$ cat src/rtl/strobe_seq_pkg.sv
// Shared definitions for the strobe sequencer: strobe indices used to
// address the per-strobe window generators.
// Assumes nothing beyond a single clock domain.
package strobe_seq_pkg;

    typedef enum logic [1:0] {
        STB_CS  = 2'd0,
        STB_ADV = 2'd1,
        STB_WE  = 2'd2,
        STB_OE  = 2'd3
    } stb_idx_e;

    localparam int NUM_STB = 4;

endpackage

$ cat src/rtl/strobe_tick_gen.sv
// Tick generator: accepts a request when idle, divides the clock into
// ticks, counts ticks from the acceptance edge and ends the cycle at the
// programmed length for the latched direction.
// Assumes the divider code and cycle lengths are stable while running.
module strobe_tick_gen #(
    parameter int TICK_W = 5
) (
    input  logic              clk,
    input  logic              rst_n,
    input  logic              req,
    input  logic              req_wr,
    input  logic [1:0]        tick_div,
    input  logic [TICK_W-1:0] rd_len,
    input  logic [TICK_W-1:0] wr_len,
    output logic              accept,
    output logic              step,
    output logic              run_q,
    output logic              run_nxt,
    output logic              wr_q,
    output logic              wr_nxt,
    output logic [TICK_W-1:0] tick_nxt,
    output logic              done
);

    logic [1:0]        pre_q;
    logic [TICK_W-1:0] tick_q;
    logic [TICK_W-1:0] len;
    logic              end_now;

    // next-state decode of acceptance, tick advance and cycle end
    always_comb begin
        accept   = req && !run_q;
        step     = run_q && (pre_q >= tick_div);
        wr_nxt   = accept ? req_wr : wr_q;
        len      = wr_q ? wr_len : rd_len;
        if (accept)
            tick_nxt = '0;
        else if (step)
            tick_nxt = tick_q + TICK_W'(1);
        else
            tick_nxt = tick_q;
        end_now  = run_q && (tick_nxt >= len);
        run_nxt  = accept || (run_q && !end_now);
    end

    // state registers for prescaler, tick count, direction and done
    always_ff @(posedge clk) begin
        if (!rst_n) begin
            pre_q  <= '0;
            tick_q <= '0;
            run_q  <= 1'b0;
            wr_q   <= 1'b0;
            done   <= 1'b0;
        end else begin
            if (accept || step || !run_q)
                pre_q <= '0;
            else
                pre_q <= pre_q + 2'd1;
            tick_q <= tick_nxt;
            run_q  <= run_nxt;
            wr_q   <= wr_nxt;
            done   <= end_now;
        end
    end

endmodule

$ cat src/rtl/strobe_window.sv
// One strobe: registered active-low output that is low while the next
// tick lies in [on, off) of a running cycle with the strobe enabled.
// Assumes on/off are stable during the cycle; on >= off keeps it high.
module strobe_window #(
    parameter int TICK_W = 5
) (
    input  logic              clk,
    input  logic              rst_n,
    input  logic              run_nxt,
    input  logic              en,
    input  logic [TICK_W-1:0] on_tick,
    input  logic [TICK_W-1:0] off_tick,
    input  logic [TICK_W-1:0] tick_nxt,
    output logic              out_n
);

    logic hit;

    // window compare on the upcoming tick
    always_comb begin
        hit = run_nxt && en && (tick_nxt >= on_tick) && (tick_nxt < off_tick);
    end

    // register the strobe so the pin never glitches
    always_ff @(posedge clk) begin
        if (!rst_n)
            out_n <= 1'b1;
        else
            out_n <= !hit;
    end

endmodule

$ cat src/rtl/strobe_bus_path.sv
// Data path: latches address and write data at acceptance, drives the
// shared or dedicated data bus and captures read data at the access tick.
// Assumes ADDR_W >= DATA_W; only low address bits reach the shared bus.
module strobe_bus_path #(
    parameter int TICK_W = 5,
    parameter int ADDR_W = 24,
    parameter int DATA_W = 16
) (
    input  logic              clk,
    input  logic              rst_n,
    input  logic              accept,
    input  logic              step,
    input  logic              run_q,
    input  logic              run_nxt,
    input  logic              wr_nxt,
    input  logic [TICK_W-1:0] tick_nxt,
    input  logic              mux_mode,
    input  logic [TICK_W-1:0] data_tick,
    input  logic [TICK_W-1:0] acc_tick,
    input  logic [ADDR_W-1:0] addr_in,
    input  logic [DATA_W-1:0] wdata_in,
    input  logic [DATA_W-1:0] bus_in,
    output logic [ADDR_W-1:0] mem_addr,
    output logic [DATA_W-1:0] bus_out,
    output logic              bus_oe,
    output logic [DATA_W-1:0] rdata
);

    logic [ADDR_W-1:0] addr_nxt;
    logic [DATA_W-1:0] wdata_q;
    logic [DATA_W-1:0] wdata_nxt;
    logic              addr_phase;
    logic              cap;

    // select latched or incoming request data, decode bus phase and capture
    always_comb begin
        addr_nxt   = accept ? addr_in : mem_addr;
        wdata_nxt  = accept ? wdata_in : wdata_q;
        addr_phase = mux_mode && (tick_nxt < data_tick);
        cap        = !wr_nxt && (tick_nxt == acc_tick) && (accept || (run_q && step));
    end

    // bus drive, latched request fields and read data capture
    always_ff @(posedge clk) begin
        if (!rst_n) begin
            mem_addr <= '0;
            wdata_q  <= '0;
            bus_out  <= '0;
            bus_oe   <= 1'b0;
            rdata    <= '0;
        end else begin
            mem_addr <= addr_nxt;
            wdata_q  <= wdata_nxt;
            bus_oe   <= run_nxt && (wr_nxt || addr_phase);
            bus_out  <= addr_phase ? addr_nxt[DATA_W-1:0] : wdata_nxt;
            if (cap)
                rdata <= bus_in;
        end
    end

endmodule

$ cat src/rtl/strobe_seq.sv
// Top of the strobe sequencer: one asynchronous memory access per request,
// each strobe edge at a programmed tick, direction-specific release ticks
// and cycle lengths. Assumes timing inputs are held while busy is high.
module strobe_seq
    import strobe_seq_pkg::*;
#(
    parameter int TICK_W = 5,
    parameter int ADDR_W = 24,
    parameter int DATA_W = 16
) (
    input  logic              clk,
    input  logic              rst_n,
    input  logic              req,
    input  logic              req_wr,
    input  logic [ADDR_W-1:0] req_addr,
    input  logic [DATA_W-1:0] req_wdata,
    input  logic [1:0]        tick_div,
    input  logic              mux_mode,
    input  logic [TICK_W-1:0] cs_on_t,
    input  logic [TICK_W-1:0] cs_rd_off_t,
    input  logic [TICK_W-1:0] cs_wr_off_t,
    input  logic [TICK_W-1:0] adv_on_t,
    input  logic [TICK_W-1:0] adv_rd_off_t,
    input  logic [TICK_W-1:0] adv_wr_off_t,
    input  logic [TICK_W-1:0] we_on_t,
    input  logic [TICK_W-1:0] we_off_t,
    input  logic [TICK_W-1:0] oe_on_t,
    input  logic [TICK_W-1:0] oe_off_t,
    input  logic [TICK_W-1:0] access_t,
    input  logic [TICK_W-1:0] rd_cycle_t,
    input  logic [TICK_W-1:0] wr_cycle_t,
    input  logic [TICK_W-1:0] data_on_bus_t,
    input  logic [DATA_W-1:0] bus_in,
    output logic              busy,
    output logic              done,
    output logic [DATA_W-1:0] rdata,
    output logic              cs_n,
    output logic              adv_n,
    output logic              we_n,
    output logic              oe_n,
    output logic [ADDR_W-1:0] mem_addr,
    output logic [DATA_W-1:0] bus_out,
    output logic              bus_oe
);

    logic              accept;
    logic              step;
    logic              run_q;
    logic              run_nxt;
    logic              wr_q;
    logic              wr_nxt;
    logic [TICK_W-1:0] tick_nxt;

    logic [TICK_W-1:0] on_v  [NUM_STB];
    logic [TICK_W-1:0] off_v [NUM_STB];
    logic [NUM_STB-1:0] en_v;
    logic [NUM_STB-1:0] stb_n;

    strobe_tick_gen #(.TICK_W(TICK_W)) u_tick (
        .clk      (clk),
        .rst_n    (rst_n),
        .req      (req),
        .req_wr   (req_wr),
        .tick_div (tick_div),
        .rd_len   (rd_cycle_t),
        .wr_len   (wr_cycle_t),
        .accept   (accept),
        .step     (step),
        .run_q    (run_q),
        .run_nxt  (run_nxt),
        .wr_q     (wr_q),
        .wr_nxt   (wr_nxt),
        .tick_nxt (tick_nxt),
        .done     (done)
    );

    // per-strobe window bounds and enables, release ticks by direction
    always_comb begin
        on_v[STB_CS]   = cs_on_t;
        off_v[STB_CS]  = wr_nxt ? cs_wr_off_t : cs_rd_off_t;
        en_v[STB_CS]   = 1'b1;
        on_v[STB_ADV]  = adv_on_t;
        off_v[STB_ADV] = wr_nxt ? adv_wr_off_t : adv_rd_off_t;
        en_v[STB_ADV]  = 1'b1;
        on_v[STB_WE]   = we_on_t;
        off_v[STB_WE]  = we_off_t;
        en_v[STB_WE]   = wr_nxt;
        on_v[STB_OE]   = oe_on_t;
        off_v[STB_OE]  = oe_off_t;
        en_v[STB_OE]   = !wr_nxt;
    end

    for (genvar i = 0; i < NUM_STB; i++) begin : g_stb
        strobe_window #(.TICK_W(TICK_W)) u_win (
            .clk      (clk),
            .rst_n    (rst_n),
            .run_nxt  (run_nxt),
            .en       (en_v[i]),
            .on_tick  (on_v[i]),
            .off_tick (off_v[i]),
            .tick_nxt (tick_nxt),
            .out_n    (stb_n[i])
        );
    end

    strobe_bus_path #(
        .TICK_W (TICK_W),
        .ADDR_W (ADDR_W),
        .DATA_W (DATA_W)
    ) u_bus (
        .clk       (clk),
        .rst_n     (rst_n),
        .accept    (accept),
        .step      (step),
        .run_q     (run_q),
        .run_nxt   (run_nxt),
        .wr_nxt    (wr_nxt),
        .tick_nxt  (tick_nxt),
        .mux_mode  (mux_mode),
        .data_tick (data_on_bus_t),
        .acc_tick  (access_t),
        .addr_in   (req_addr),
        .wdata_in  (req_wdata),
        .bus_in    (bus_in),
        .mem_addr  (mem_addr),
        .bus_out   (bus_out),
        .bus_oe    (bus_oe),
        .rdata     (rdata)
    );

    // outputs from internal state
    always_comb begin
        busy  = run_q;
        cs_n  = stb_n[STB_CS];
        adv_n = stb_n[STB_ADV];
        we_n  = stb_n[STB_WE];
        oe_n  = stb_n[STB_OE];
    end

    // direction register feeds only next-state logic inside the tick block
    logic unused_wr;
    always_comb unused_wr = wr_q;

endmodule

$ cat config.mk
export PLATFORM = sky130hd
export DESIGN_NAME = strobe_seq
export DESIGN_NICKNAME = d
export VERILOG_FILES = /design/src/rtl/strobe_seq_pkg.sv /design/src/rtl/strobe_tick_gen.sv /design/src/rtl/strobe_window.sv /design/src/rtl/strobe_bus_path.sv /design/src/rtl/strobe_seq.sv
export SDC_FILE = /design/constraint.sdc
export NUM_CORES = 1
export LEC_CHECK = 0
export BUFFER_PORTS_ARGS = -buffer_cell sky130_fd_sc_hd__buf_2
export CAP_MARGIN = 20
export CORE_ASPECT_RATIO = 0.6
export CORE_MARGIN = 2
export CORE_UTILIZATION = 48
export DETAILED_ROUTE_END_ITERATION = 12
export PLACE_DENSITY = 0.81
export REMOVE_ABC_BUFFERS = 1
export SYNTH_ARGS = -nofsm -noshare
export SYNTH_HDL_FRONTEND = slang
export SYNTH_SLANG_ARGS = --single-unit
$ cat constraint.sdc
create_clock -name clk -period 3.95 [get_ports clk]
set_input_delay 0.1975 -clock clk [delete_from_list [all_inputs] [get_ports clk]]
set_output_delay 0.1975 -clock clk [all_outputs]
set_load 0.01 [all_outputs]
==> tab_implementation.tex <==
\begin{tabular}{lr}
\hline
Metric & Value \\
\hline
\multicolumn{2}{l}{\textbf{Die}} \\
\quad Starting Density & 49.6\% \\
\quad Width of the die & 130 um \\
\quad Full die area & 0.0103 mm2 \\
\quad Die height & 79.5 um \\
\quad Core ar. & 0.00919 mm2 \\
\quad I/O pin cnt & 196 \\
\quad Number of placement rows & 27 \\
\multicolumn{2}{l}{\textbf{Routing}} \\
\quad Routed length per instance & 14.1 um \\
\quad Via density per instance & 5.03 \\
\quad Antenna violation net count after detailed routing & 0 \\
\quad Detailed-route DRC error count & 0 \\
\quad Routed wire length & 11.8 mm \\
\quad DRC marker count from the first detailed-route iteration & 151 \\
\quad First drt pass iteration count & 5 \\
\quad Detailed-route via count & 4208 \\
\multicolumn{2}{l}{\textbf{Finish}} \\
\quad Diode count & 0 \\
\quad Commonest cells after routing, fill and taps aside & buf\_2 (195), nand2\_1 (103), dfxtp\_1 (87), ha\_1 (48), a21boi\_0 (40) \\
\quad Net count reported at finish & 884 \\
\quad Layout Area Growth over Synthesis & 30.0\% \\
\quad Count of fill cells added during filler insertion & 791 \\
\quad Leading cell type in the layout, fill and taps excluded & buf\_2 \\
\quad Final Core Density & 64.4\% \\
\quad Layout cells sized above 1 & 34.5\% \\
\multicolumn{2}{l}{\textbf{STA}} \\
\quad Unrepaired setup endpoints after global routing & no \\
\quad Fmax & 276 MHz \\
\quad Minimum period implied by the final worst setup slack & 3620 ps \\
\quad Final worst setup slack & 325 ps \\
\quad Number of pins with negative max-slew slack in the final report & 0 \\
\quad Final clock period utilization by the worst path & 91.8\% \\
\quad Post-Route Skew & 5.77 ps \\
\quad Max-slew headroom & 55.2\% \\
\quad Number of failing setup endpoints in the final timing report & 0 \\
\quad Fin. Hold Viols & 0 \\
\quad Tightest Pin Transition & 657 ps \\
\quad Fin Setup TNS & 0 ps \\
\multicolumn{2}{l}{\textbf{GRT}} \\
\quad Initial antenna violation count & 0 \\
\quad Number of global-route vias before repair & 4058 \\
\quad Overall global routing resource usage & 23.3\% \\
\quad Maximum number of pins on one net before global-route repair & 43 \\
\quad Overflow left after global routing & 0 \\
\quad Global-route wire length before repair & 19.0 mm \\
\multicolumn{2}{l}{\textbf{Clock tree}} \\
\quad \# clock sinks & 87 \\
\quad Total CTS buffers & 9 \\
\quad H-tree depth & 3 \\
\quad Clock-pin slew on the worst setup and hold paths & 60 ps \\
\quad Clock insertion delay at the later pin of the skew report & 330 ps \\
\quad Clock tree from TritonCTS & yes \\
\quad Root Driver & clkbuf\_16 \\
\quad CTS Buffer Depth & 2 \\
\multicolumn{2}{l}{\textbf{Power and ir drop}} \\
\quad Leak Pwr & 3.06 nW \\
\quad Highest ir drop seen on vdd & 0.000255 V \\
\quad Power density over the cells & 363 mW/mm2 \\
\quad Pwr Total & 2.15 mW \\
\multicolumn{2}{l}{\textbf{Setup path}} \\
\quad Element type at the critical path end & register \\
\quad R2R setup slack & 330 ps \\
\quad Critical path's slowest cell & or4b\_1 \\
\quad End of the worst register-to-register path & g\_stb[0].u\_win.out\_n \\
\quad Largest incremental delay on the critical path & 510 ps \\
\quad RR Startpoint & u\_tick.pre\_q[0] \\
\quad R2r worst-path depth & 13 \\
\quad Setup CP Type & register to register \\
\quad Critical path peak fanout & 4 \\
\quad List of cells traversed by the critical path & inv\_1 > ha\_1 > nand2b\_1 > a21oi\_2 > xnor2\_1 > a21oi\_2 > ha\_1 > nand2b\_1 > a21o\_1 > a21o\_1 > a2111oi\_1 > o21ai\_1 > or4b\_1 \\
\quad Worst endpoint required time & 4150 ps \\
\quad Type of origin of the critical path & register \\
\quad Data arrival at the endpoint of the critical path & 3830 ps \\
\multicolumn{2}{l}{\textbf{Placement}} \\
\quad Number of buffers inserted by port buffering & 195 \\
\quad Post-place setup slack & 225 ps \\
\quad Placed wire-length estimate after detailed placement & 9.06 mm \\
\quad Placer's final routability congestion estimate & 0.910 \\
\multicolumn{2}{l}{\textbf{Hold path}} \\
\quad Hold worst-path end & u\_bus.rdata[1] \\
\quad Worst min-delay path class & input port to register \\
\quad Launch instance of the worst min-delay path & bus\_in[1] \\
\quad Hold path depth & 3 \\
\multicolumn{2}{l}{\textbf{Synthesis}} \\
\quad Leading area contributor after synthesis & dfxtp\_1 \\
\quad Fraction of the yosys area taken by sequential cells & 38.2\% \\
\quad Syn Std Cell Area & 0.00455 mm2 \\
\quad \#FFs+latches synth & 87 \\
\quad Most common flop cell mapped by yosys & dfxtp\_1 \\
\quad Synthesized area per cell & 8.83 um2 \\
\quad Share of synthesized flip-flops with an asynchronous set or reset & 0\% \\
\quad Yosys warning total & 0 \\
\quad Cells taking the most area after synthesis & dfxtp\_1 (38\%), ha\_1 (13\%), nand2\_1 (8.5\%) \\
\quad Number of distinct library cells after synthesis & 47 \\
\quad Number of cells produced by synthesis & 516 \\
\quad Share of the synthesized area in the top cell type & 38.2\% \\
\quad Post-synth EDFFs & 0 \\
\multicolumn{2}{l}{\textbf{Outcome}} \\
\quad Run status & completed \\
\multicolumn{2}{l}{\textbf{Flow run}} \\
\quad Max-Cap Viols & 0 \\
\hline
\end{tabular}
## area by class of cell
cell class | count | area (um2) | area share (%)
multi-input combinational | 370 | 2570 | 43.4
sequential | 87 | 1740 | 29.4
timing repair buffer | 202 | 1030 | 17.4
clock buffer | 9 | 225 | 3.80
tap | 130 | 163 | 2.75
inverter | 33 | 124 | 2.09
clock inverter | 6 | 68.8 | 1.16
## worst max-delay path, delay by kind of cell, from the launching register on
family	cells	cell delay [ps]
compound gates	6	1450
xor+xnor	1	190
fa+ha+maj	2	600
buf+inv	1	50
flops	1	360
simple gates	3	840
## cell families (layout without fill, tap and decap cells)
group                      Yosys count  count (layout)  share of synthesized area, %
AOI/OAI and AO/OA                  108             108                          15.9
xor gates and xnor gates             7               7                          1.35
adders and majority gates           48              48                          13.2
buffers and inverters               59             250                          5.52
DFF                                 87              87                          38.2
muxes                               33              33                          7.99
and+or+nand+nor                    174             174                          17.8
## routing by layer
| layer | track usage (%) | vias up | part of all wire (%) |
|---|---|---|---|
| met5 | 0 | - | 0 |
| met2 | 38.0 | 148 | 45 |
| li1 | - | 2138 | - |
| met3 | 6.97 | 8 | 7.9 |
| met4 | 4.62 | 0 | 0.58 |
| met1 | 30.7 | 1914 | 46 |
## what timing repair did
item | CTS | global route
gates resized for setup | 0 | 2
hold buffers | 0 | 0
endpoints found under the setup margin | 0 | 2
setup buffers | 0 | 0
## report_power, final
part	switching, mW	total, mW	internal (mW)
registers	0.0247	0.949	0.924
clock network	0.349	0.840	0.491
logic	0.189	0.358	0.169
## worst max path at each step
stage	from	to	slack [ps]	cells past startpoint
finish	u_tick.pre_q[0]	g_stb[0].u_win.out_n	330	13
global route	u_tick.pre_q[0]	g_stb[0].u_win.out_n	50	13
CTS	u_tick.pre_q[0]	g_stb[0].u_win.out_n	210	13
detailed placement	u_tick.pre_q[0]	g_stb[0].u_win.out_n	230	13
global placement	u_tick.pre_q[0]	g_stb[1].u_win.out_n	440	13
floorplan	u_tick.run_q	g_stb[0].u_win.out_n	-120	9
## cells in the mapped netlist, types with 13 or more instances
cell	number
a21oi_1	14
clkbuf_1	15
nand2_1	103
dfxtp_1	87
nand3_1	20
mux2_2	17
mux2i_1	15
inv_1	33
o21ai_1	16
ha_1	48
o21ai_0	13
a21boi_0	40
## metrics by stage
step                      hold slack [ps]  cells  instance area (um2)
final                                88.5    837                 5920
after global routing                 80.8    837                 5920
after CTS                            74.2    837                 5920
after detailed placement              423    822                 5630
after global placement                416    822                 5630
after floorplan                       319    490                 4430
## flip-flops by register name, summed over array words and instances (netlist names)
name	cells
u_tick.pre_q	2
u_bus.rdata	16
u_tick.run_q	1
g_stb.u_win.out_n	4
u_tick.wr_q	1
u_tick.tick_q	5
u_bus.bus_oe	1
u_bus.bus_out	16
u_bus.wdata_q	16
u_bus.mem_addr	24
u_tick.done	1
Note: power is estimated with default switching activity, not from simulation.
